[src/rtl/dpsk_pkg.sv]
package dpsk_pkg;

    typedef enum logic {
        ENC_HOLD_REF = 1'b0,
        ENC_RUN      = 1'b1
    } enc_state_t;

    typedef enum logic [1:0] {
        DEC_EMPTY = 2'd0,
        DEC_REF   = 2'd1,
        DEC_TRACK = 2'd2
    } dec_state_t;

    function automatic logic diff_rule(input logic a, input logic b);
        return ~(a ^ b);
    endfunction

endpackage

[src/rtl/dpsk_ref_sel.sv]
module dpsk_ref_sel #(
    parameter bit USE_REF_PIN = 1'b1,
    parameter bit DEFAULT_REF = 1'b1
) (
    input  logic ref_pin,
    output logic ref_val
);
    generate
        if (USE_REF_PIN) begin : g_pin
            assign ref_val = ref_pin;
        end else begin : g_fixed
            logic unused_ref_pin;
            assign unused_ref_pin = ref_pin;
            assign ref_val        = DEFAULT_REF;
        end
    endgenerate
endmodule

[src/rtl/dpsk_diff_enc.sv]
module dpsk_diff_enc
    import dpsk_pkg::*;
(
    input  logic clk,
    input  logic rst,
    input  logic bit_en,
    input  logic ref_val,
    input  logic data_in,
    output logic sym_out
);
    enc_state_t state_q;
    logic       ref_q;
    logic       sym_q;
    logic       sym_next;

    // state register
    always_ff @(posedge clk) begin
        if (rst) begin
            state_q <= ENC_HOLD_REF;
        end else if (bit_en) begin
            unique case (state_q)
                ENC_HOLD_REF: state_q <= ENC_RUN;
                ENC_RUN:      state_q <= ENC_RUN;
            endcase
        end
    end

    // next symbol: first bit is coded against the held reference
    always_comb begin
        unique case (state_q)
            ENC_HOLD_REF: sym_next = diff_rule(data_in, ref_q);
            ENC_RUN:      sym_next = diff_rule(data_in, sym_q);
        endcase
    end

    // output registers (one-bit delay element)
    always_ff @(posedge clk) begin
        if (rst) begin
            ref_q <= ref_val;
            sym_q <= ref_val;
        end else if (bit_en) begin
            sym_q <= sym_next;
        end
    end

    assign sym_out = sym_q;
endmodule

[src/rtl/dpsk_diff_dec.sv]
module dpsk_diff_dec
    import dpsk_pkg::*;
(
    input  logic clk,
    input  logic rst,
    input  logic bit_en,
    input  logic ref_val,
    input  logic sym_in,
    output logic data_out,
    output logic data_valid
);
    dec_state_t state_q;
    logic       lat_q;
    logic       dly_q;

    // state register
    always_ff @(posedge clk) begin
        if (rst) begin
            state_q <= DEC_EMPTY;
        end else if (bit_en) begin
            unique case (state_q)
                DEC_EMPTY: state_q <= DEC_REF;
                DEC_REF:   state_q <= DEC_TRACK;
                DEC_TRACK: state_q <= DEC_TRACK;
                default:   state_q <= DEC_EMPTY;
            endcase
        end
    end

    // slicer latch and one-bit delay
    always_ff @(posedge clk) begin
        if (rst) begin
            lat_q <= ref_val;
            dly_q <= ref_val;
        end else if (bit_en) begin
            lat_q <= sym_in;
            dly_q <= lat_q;
        end
    end

    // outputs
    always_comb begin
        data_out = diff_rule(lat_q, dly_q);
        unique case (state_q)
            DEC_TRACK: data_valid = 1'b1;
            default:   data_valid = 1'b0;
        endcase
    end
endmodule

[src/rtl/dpsk_codec.sv]
module dpsk_codec #(
    parameter bit USE_REF_PIN = 1'b1,
    parameter bit DEFAULT_REF = 1'b1
) (
    input  logic clk,
    input  logic rst,
    input  logic bit_en,
    input  logic ref_bit,
    input  logic tx_data,
    output logic tx_sym,
    input  logic rx_sym,
    output logic rx_data,
    output logic rx_valid
);
    logic ref_val;

    dpsk_ref_sel #(
        .USE_REF_PIN(USE_REF_PIN),
        .DEFAULT_REF(DEFAULT_REF)
    ) u_ref (
        .ref_pin(ref_bit),
        .ref_val(ref_val)
    );

    dpsk_diff_enc u_enc (
        .clk    (clk),
        .rst    (rst),
        .bit_en (bit_en),
        .ref_val(ref_val),
        .data_in(tx_data),
        .sym_out(tx_sym)
    );

    dpsk_diff_dec u_dec (
        .clk       (clk),
        .rst       (rst),
        .bit_en    (bit_en),
        .ref_val   (ref_val),
        .sym_in    (rx_sym),
        .data_out  (rx_data),
        .data_valid(rx_valid)
    );
endmodule

[config.mk]
export PLATFORM = sky130hd
export DESIGN_NAME = dpsk_codec
export DESIGN_NICKNAME = d
export VERILOG_FILES = /design/src/rtl/dpsk_pkg.sv /design/src/rtl/dpsk_ref_sel.sv /design/src/rtl/dpsk_diff_enc.sv /design/src/rtl/dpsk_diff_dec.sv /design/src/rtl/dpsk_codec.sv
export SDC_FILE = /design/constraint.sdc
export NUM_CORES = 1
export LEC_CHECK = 0
export BUFFER_PORTS_ARGS = -buffer_cell sky130_fd_sc_hd__clkbuf_2
export CAP_MARGIN = 5
export CORE_AREA = 2 2 39 41
export CTS_BUF_LIST = sky130_fd_sc_hd__clkbuf_8
export DETAILED_ROUTE_END_ITERATION = 10
export DIE_AREA = 0 0 41 43
export PLACE_DENSITY = 0.39
export SLEW_MARGIN = 20
export SYNTH_ARGS = -nofsm -noshare
export SYNTH_HDL_FRONTEND = slang
export SYNTH_SLANG_ARGS = --single-unit
[constraint.sdc]
create_clock -name clk -period 2.1 [get_ports clk]
set_input_delay 0.42 -clock clk [delete_from_list [all_inputs] [get_ports clk]]
set_output_delay 0.42 -clock clk [all_outputs]
set_load 0.05 [all_outputs]
### After elaboration in Yosys (flattened, before gate mapping)

Cells that the tools add are included.

* output and inout bits: 3
* logic and storage cells: 27
* input port bits: 6
* register bits after elaboration: 7

* reduce and logical (&&, ||, !) cells: 3
* mux-type cells: 9
* bitwise operators: 7
* equality and inequality tests: 2

Operators by type and width (number)
* 1-bit two-way mux: 7
* 1-bit NOT: 4
* 2-bit case mux with 2 select lines: 1
* 1-bit XOR: 3
* 2-bit by 1-bit equality test with 1-bit output, second input constant: 1
* 2-bit equality test, second input constant: 1
* 2-bit zero test: 1
* 1-bit case mux with 2 select lines: 1
* 2-bit nonzero test: 1
* 2-bit OR reduction: 1

### Logic depth before layout (Yosys ltp)

Gate-level depths: netlist (run 1).

* depth in word-level cells: 5
* gate-level depth with buffers: 4

### Modules after synthesis

From an unflattened synthesis (run 1), not the netlist that was laid out.

* cells, all modules: 29
* area total of the unflattened synthesis: 327.8 um^2

Modules (own cells, without submodules)
* dpsk_diff_dec: sequential area each 100.1 um^2, times used 1, area each 196.4 um^2, cells an instance 19
* dpsk_diff_enc: sequential area each 80.1 um^2, times used 1, area each 123.9 um^2, cells an instance 9
* dpsk_ref_sel: sequential area each 0.0 um^2, times used 1, area each 7.5 um^2, cells an instance 1

### Worst setup path after synthesis (run 1)

Ideal clock, no wire load.

* kind: register -> output
* start: reg u_dec.lat_q
* end: out rx_data
* buffers on the path: 0
* arrival: 1.217 ns
* cell stages (with the launch flop): 2
* setup slack: 0.463 ns
* path through: edfxtp_1 xnor2_1

* longest elaborated chain between the ends: 2

Ends and longest elaborated chain
* start, declared: line dpsk_diff_dec.sv:13 `logic lat_q;`
* start signal, assigned: line dpsk_diff_dec.sv:33 `lat_q <= ref_val;`
* start signal, assigned: line dpsk_diff_dec.sv:36 `lat_q <= sym_in;`
* 1-bit XOR: line dpsk_pkg.sv:15 `return ~(a ^ b);`
* 1-bit NOT: line dpsk_pkg.sv:15
* end, declared: line dpsk_codec.sv:12 `output logic rx_data,`

Every way passes these cells.

### Worst setup path after layout (run 1)

Same ends and word-level chain as after synthesis.

==> results of run 1 <==
[cells in the mapped netlist (all sizes together)]
cell	instances	area, um2
xnor2	1	8.76
inv	4	15.0
ha	2	25.0
xor2	1	8.76
or2	1	6.26
nand2	1	3.75
edfxtp	4	120
mux2	1	11.3
mux2i	3	30.0
nor2	4	15.0
dfxtp	3	60.1
o21ai	2	10.0
[report_power, final]
| group | switching (mW) | internal (mW) |
|---|---|---|
| sequential | 0.00732 | 0.161 |
| clock | 0.0542 | 0.126 |
| combinational | 0.0490 | 0.0244 |
[cells by family after synthesis]
| kind of cell | Yosys count |
|---|---|
| buffers and inverters | 4 |
| adders and majority gates | 2 |
| and+or+nand+nor | 6 |
| muxes | 4 |
| AOI/OAI and AO/OA | 2 |
| DFF | 7 |
| xor gates and xnor gates | 2 |
[worst max-delay path: stages (launching register included)]
cell	delay, ns
edfxtp_1	0.40
xnor2_1	0.14
clkbuf_2	0.29
[final timing paths]
path | from | to | depth (start not counted)
max | u_dec.lat_q | rx_data | 2
min | ref_bit | u_enc.ref_q | 1
max reg2reg | u_enc.state_q | u_enc.sym_out | 3
min reg2reg | u_dec.state_q[0] | u_dec.state_q[0] | 2
[final cells by class]
type	count	area share (%)
Clock inverter	1	0.896
Inverter	4	3.58
Timing Repair Buffer	8	9.55
Clock buffer	3	9.85
Multi-Input combinational cell	16	28.4
Sequential cell	7	43.0
Tap cell	16	4.78
[registers in the layout, indices dropped and copies added, names as in the netlist]
register       flops
u_dec.dly_q        1
u_dec.lat_q        1
u_dec.state_q      2
u_enc.ref_q        1
u_enc.state_q      1
u_enc.sym_out      1
[per-layer routing]
| metal | up-vias | global-route usage, % | part of all wire (%) |
|---|---|---|---|
| met2 | 5 | 11.9 | 57 |
| met1 | 105 | 6.29 | 34 |
| li1 | 111 | - | - |
| met4 | 0 | 8.00 | 0 |
| met5 | - | 0 | 0 |
| met3 | 0 | 2.09 | 8.3 |
[per-stage QoR]
| step | power (mW) | cells | setup WS (ns) |
|---|---|---|---|
| detailed placement | 0.246 | 51 | 0.846 |
| global placement | 0.243 | 51 | 0.876 |
| CTS | 0.433 | 55 | 0.602 |
| floorplan | 0.225 | 27 | 0.463 |
| finish | 0.422 | 55 | 0.626 |
| global route | 0.444 | 55 | 0.540 |
==> summary.md, run 1 <==
| Metric | Value |
|---|---|
| Clock Path Buffers | `2` |
| Cells after synthesis | `27` |
| Htree depth | `1` |
| Seq/Total Area, Yosys | `57.4%` |
| Initial Util | `22.7%` |
| Max_cap viols | `0` |
| Length of the first detailed-routing pass in iterations | `1` |
| Total CTS buffers | `3` |
| Syn Nets | `35` |
| DRC Markers | `0` |
| Setup TNS | `0 ns` |
| Post-Synth Adder-Cell Area | `7.97%` |
| Synthesis Warnings | `0` |
| RSZ-0062 raised after global routing | `false` |
| Reg2reg setup slack | `0.92 ns` |
| Crit. End Element | `output port` |
| Multi-input logic area | `119 um2` |
| Number of diodes | `0` |
| Worst-path clk slew | `0.04 ns` |
| Worst Path Arrival | `1.05 ns` |
| Final setup violation count | `0` |
| WL final | `495 um` |
| Mux cell area share after synthesis | `13.1%` |
| Post-route cell area | `419 um2` |
| Average size of a mapped cell | `11.6 um2` |
| Fin nets | `48` |
| Via count | `221` |
| Residual overflow from global routing | `0` |
| Post-Synth Simple-Gate Area | `7.97%` |
| Fin crit share | `70.2%` |
| Status | `finished, final reports clean` |
| Clock sink total | `7` |
| Post-layout util | `30.3%` |
| XOR/XNOR Fraction of Synth Area | `5.58%` |
| Leakage | `0.196 nW` |
| Via-to-Cell Ratio | `4.02` |
| Die area | `1760 um2` |
| Pins Over Slew Limit | `0` |
| Layout fillers | `157` |
| Largest family of logic cells by synthesized area | `multiplexers` |
| First-pass GRT wire length | `841 um` |
| Post-CTS Hold Fix Bufs | `0` |
| Final min period | `1.47 ns` |
| Reg area | `180 um2` |
| Most frequent cells in the layout | `clkbuf_2, inv_1, nor2_1, edfxtp_1` |
| Slew margin rel. | `81.6%` |
| Area post-placement | `374 um2` |
| Most common cell after layout, fill and taps aside | `clkbuf_2` |
| Number of I/O port buffers | `8` |
| Post-CTS Setup Inserts | `0` |
| Synth cell types | `12` |
| Clock Skew | `0.00174 ns` |
| # rows | `14` |
| Tightest Pin Transition | `0.277 ns` |
| Synthesized area | `314 um2` |
| Max VDD drop | `0.332 mV` |
| Hpwl dp | `401 um` |
| Skew-Pair Late Insertion Delay | `0.22 ns` |
| Initial detailed-routing violation count | `0` |
| Power Dens Cells | `1010 nW/um2` |
| # IOs | `9` |
| CTS tree | `done` |
| Worst path required time | `1.68 ns` |
| CTS resizes | `0` |
| Final hold viol count | `0` |
| Synth Area in Compound Gates | `3.19%` |
| Initial antenna violation count | `0` |
| Synth Register Bits | `7` |
| P&R area growth vs syn | `33.5%` |
| Drt wl/cell | `9.00 um` |
| CP max FO | `2` |
| Worst min path class | `input port to flop` |
| Share of layout cells above drive strength 1 | `33.3%` |
| Die Wd | `41 um` |
| Setup CP Type | `flop to output port` |
| Largest net degree at the start of global routing | `10` |
| Die Ht | `43 um` |
| Hold Worst Slack | `0.404 ns` |
| Root buf cell | `clkbuf_8` |
| Post-route ant nets | `0` |
| Number of global-route vias before repair | `238` |
| Core footprint | `1380 um2` |
| Max Fclk | `678 MHz` |
| Startpoint Class | `flop` |
| Gp weighted congestion | `0.595` |
| Total track usage | `7.40%` |
(Power assumes the default switching activity.)
==> inputs of run 2 (changes only) <==
Clock period 2.1 ns to 1.4 ns, I/O delays scaled along.
==> run 2 against run 1 <==
Clock-buffer cell count is the same. Combinational power grew 54%. Via count shrank 1.4%. First-iteration DRC count is the same. Worst hold slack lost 0.14 ns. Utilization grew 0.54 points. Register-to-register slack lost 0.67 ns. Sequential power grew 51%. Critical path type unchanged. Largest cell class unchanged.
==> summary.md, run 2 (synthesis gave the netlist of run 1 again) <==
| Metric | Value |
|---|---|
| Number of I/O port buffers | `8` |
| Reg2reg path depth | `3` |
| Clock sink total | `7` |
| Die area | `1760 um2` |
| Sw Pwr | `0.164 mW` |
| Min-Delay Endpoint | `u_enc.ref_q` |
| Biggest register | `u_dec.state_q` |
| Status | `finished, final reports clean` |
| First-pass GRT wire length | `903 um` |
| Setup CP Type | `flop to output port` |
| Die Ht | `43 um` |
| Worst Path Arrival | `1.05 ns` |
| Share of layout cells above drive strength 1 | `35.9%` |
| Clock Skew | `0.00101 ns` |
| Leakage | `0.201 nW` |
| Via-to-Cell Ratio | `3.96` |
| Post-route ant nets | `0` |
| Final hold viol count | `0` |
| Reg2reg setup slack | `0.25 ns` |
| Hpwl dp | `406 um` |
| Root buf cell | `clkbuf_8` |
| Total track usage | `8.12%` |
| Max VDD drop | `0.464 mV` |
| Max_cap viols | `0` |
| Startpoint Class | `flop` |
| Internal power | `0.471 mW` |
| Worst r2r dst | `u_enc.sym_out` |
| Comb power frac | `17.7%` |
| Gp weighted congestion | `0.613` |
| Skew-Pair Late Insertion Delay | `0.22 ns` |
| Most frequent cells in the layout | `clkbuf_2, inv_1, nor2_1, edfxtp_1` |
| Worst Hold Depth | `1` |
| Min-delay src | `ref_bit` |
| Buffers and inverters on the worst path | `1` |
| # IOs | `9` |
| Post-CTS Hold Fix Bufs | `0` |
| Total CTS buffers | `3` |
| Worst-path clk slew | `0.04 ns` |
| RSZ-0062 raised after global routing | `false` |
| Final non-filler cell total | `55` |
| Slowest stage cell on the critical path | `edfxtp_1` |
| Initial Util | `22.7%` |
| DRC Markers | `0` |
| Max reg flops | `2` |
| Fin crit share | `94.9%` |
| CTS tree | `done` |
| Reg-to-Reg Start | `u_enc.state_q` |
| Core footprint | `1380 um2` |
| WL final | `485 um` |
| Layout fillers | `156` |
| Htree depth | `1` |
| Fin nets | `48` |
| Worst min path class | `input port to flop` |
| Crit path from | `u_dec.dly_q` |
| Number of global-route vias before repair | `244` |
| Final setup violation count | `0` |
| CP max FO | `1` |
| Worst path required time | `1.12 ns` |
| # rows | `14` |
| Pins Over Slew Limit | `0` |
| Number of diodes | `0` |
| Residual overflow from global routing | `0` |
| Clock Path Buffers | `2` |
| Max Fclk | `753 MHz` |
| Via count | `218` |
| Tightest Pin Transition | `0.276 ns` |
| Slew margin rel. | `81.7%` |
| Final min period | `1.33 ns` |
| Length of the first detailed-routing pass in iterations | `1` |
| Seq pwr share | `40.2%` |
| CP top delay family | `flip-flops` |
| Initial detailed-routing violation count | `0` |
| Largest net degree at the start of global routing | `10` |
| Die Wd | `41 um` |
| CP Cell Sequence | `xnor2_2, buf_2` |
| Crit. End Element | `output port` |
| Drt wl/cell | `8.82 um` |
| Post-layout util | `30.8%` |
| Slowest stage delay, CP | `0.40 ns` |
| Clk pwr share | `42.1%` |
| Switching share of power | `25.8%` |
| Placed instance count | `51` |
| Most common cell after layout, fill and taps aside | `clkbuf_2` |
| Power Dens Cells | `1490 nW/um2` |
| P&R area growth vs syn | `35.9%` |
| Initial antenna violation count | `0` |
==> run 2: worst max-delay path by stage <==
stage	cells past startpoint	to	slack [ns]
2_1_floorplan	3	u_enc.sym_out	-0.04
3_3_place_gp	3	u_enc.sym_out	0.26
3_5_place_dp	3	u_enc.sym_out	0.25
4_1_cts	2	rx_data	0.03
5_1_grt	2	rx_data	0.02
6_report	2	rx_data	0.07
==> run 2: worst reg2reg max path, stage by stage, from the launching register on <==
cell	delay, ns
dfxtp_1	0.34
mux2i_1	0.22
xor2_1	0.09
mux2_2	0.26
==> run 2: cell type report <==
type | count | area, um2 | share of cell area [%]
Clock buffer | 3 | 41.3 | 9.68
Multi-Input combinational cell | 16 | 126 | 29.6
Clock inverter | 1 | 3.75 | 0.880
Inverter | 4 | 15.0 | 3.52
Timing Repair Buffer | 8 | 40.0 | 9.38
Tap cell | 16 | 20.0 | 4.69
Sequential cell | 7 | 180 | 42.2
==> run 2: through the flow <==
stage	worst slack, ns	power [mW]	setup TNS (ns)	area (um2)	hold WS (ns)
after detailed placement	0.246	0.374	0	382	0.495
after CTS	0.0317	0.652	0	427	0.263
after floorplan	-0.0425	0.343	-0.0425	322	0.352
after global placement	0.255	0.369	0	382	0.475
after global routing	0.0171	0.676	0	427	0.264
final	0.0715	0.635	0	427	0.268
==> run 2: repair_timing <==
action                     in CTS  in global routing
setup endpoints to repair       0                  1
buffers inserted                0                  0
gates resized for setup         0                  1
==> run 2: routing by layer <==
| layer | share of wire, % | track usage, % | wire length, um |
|---|---|---|---|
| met1 | 38 | 8.67 | 183 |
| met2 | 56 | 11.3 | 270 |
| met3 | 6.6 | 3.14 | 32 |
| met4 | 0 | 8.00 | 0 |
| met5 | 0 | 0 | 0 |
==> run 2: power by group through the flow <==
stage	clock network, mW	registers (mW)	logic, mW
6_report	0.267	0.255	0.113
5_1_grt	0.293	0.257	0.126
4_1_cts	0.281	0.256	0.115
3_5_place_dp	0	0.259	0.115
3_3_place_gp	0	0.257	0.112
2_1_floorplan	0	0.270	0.0733
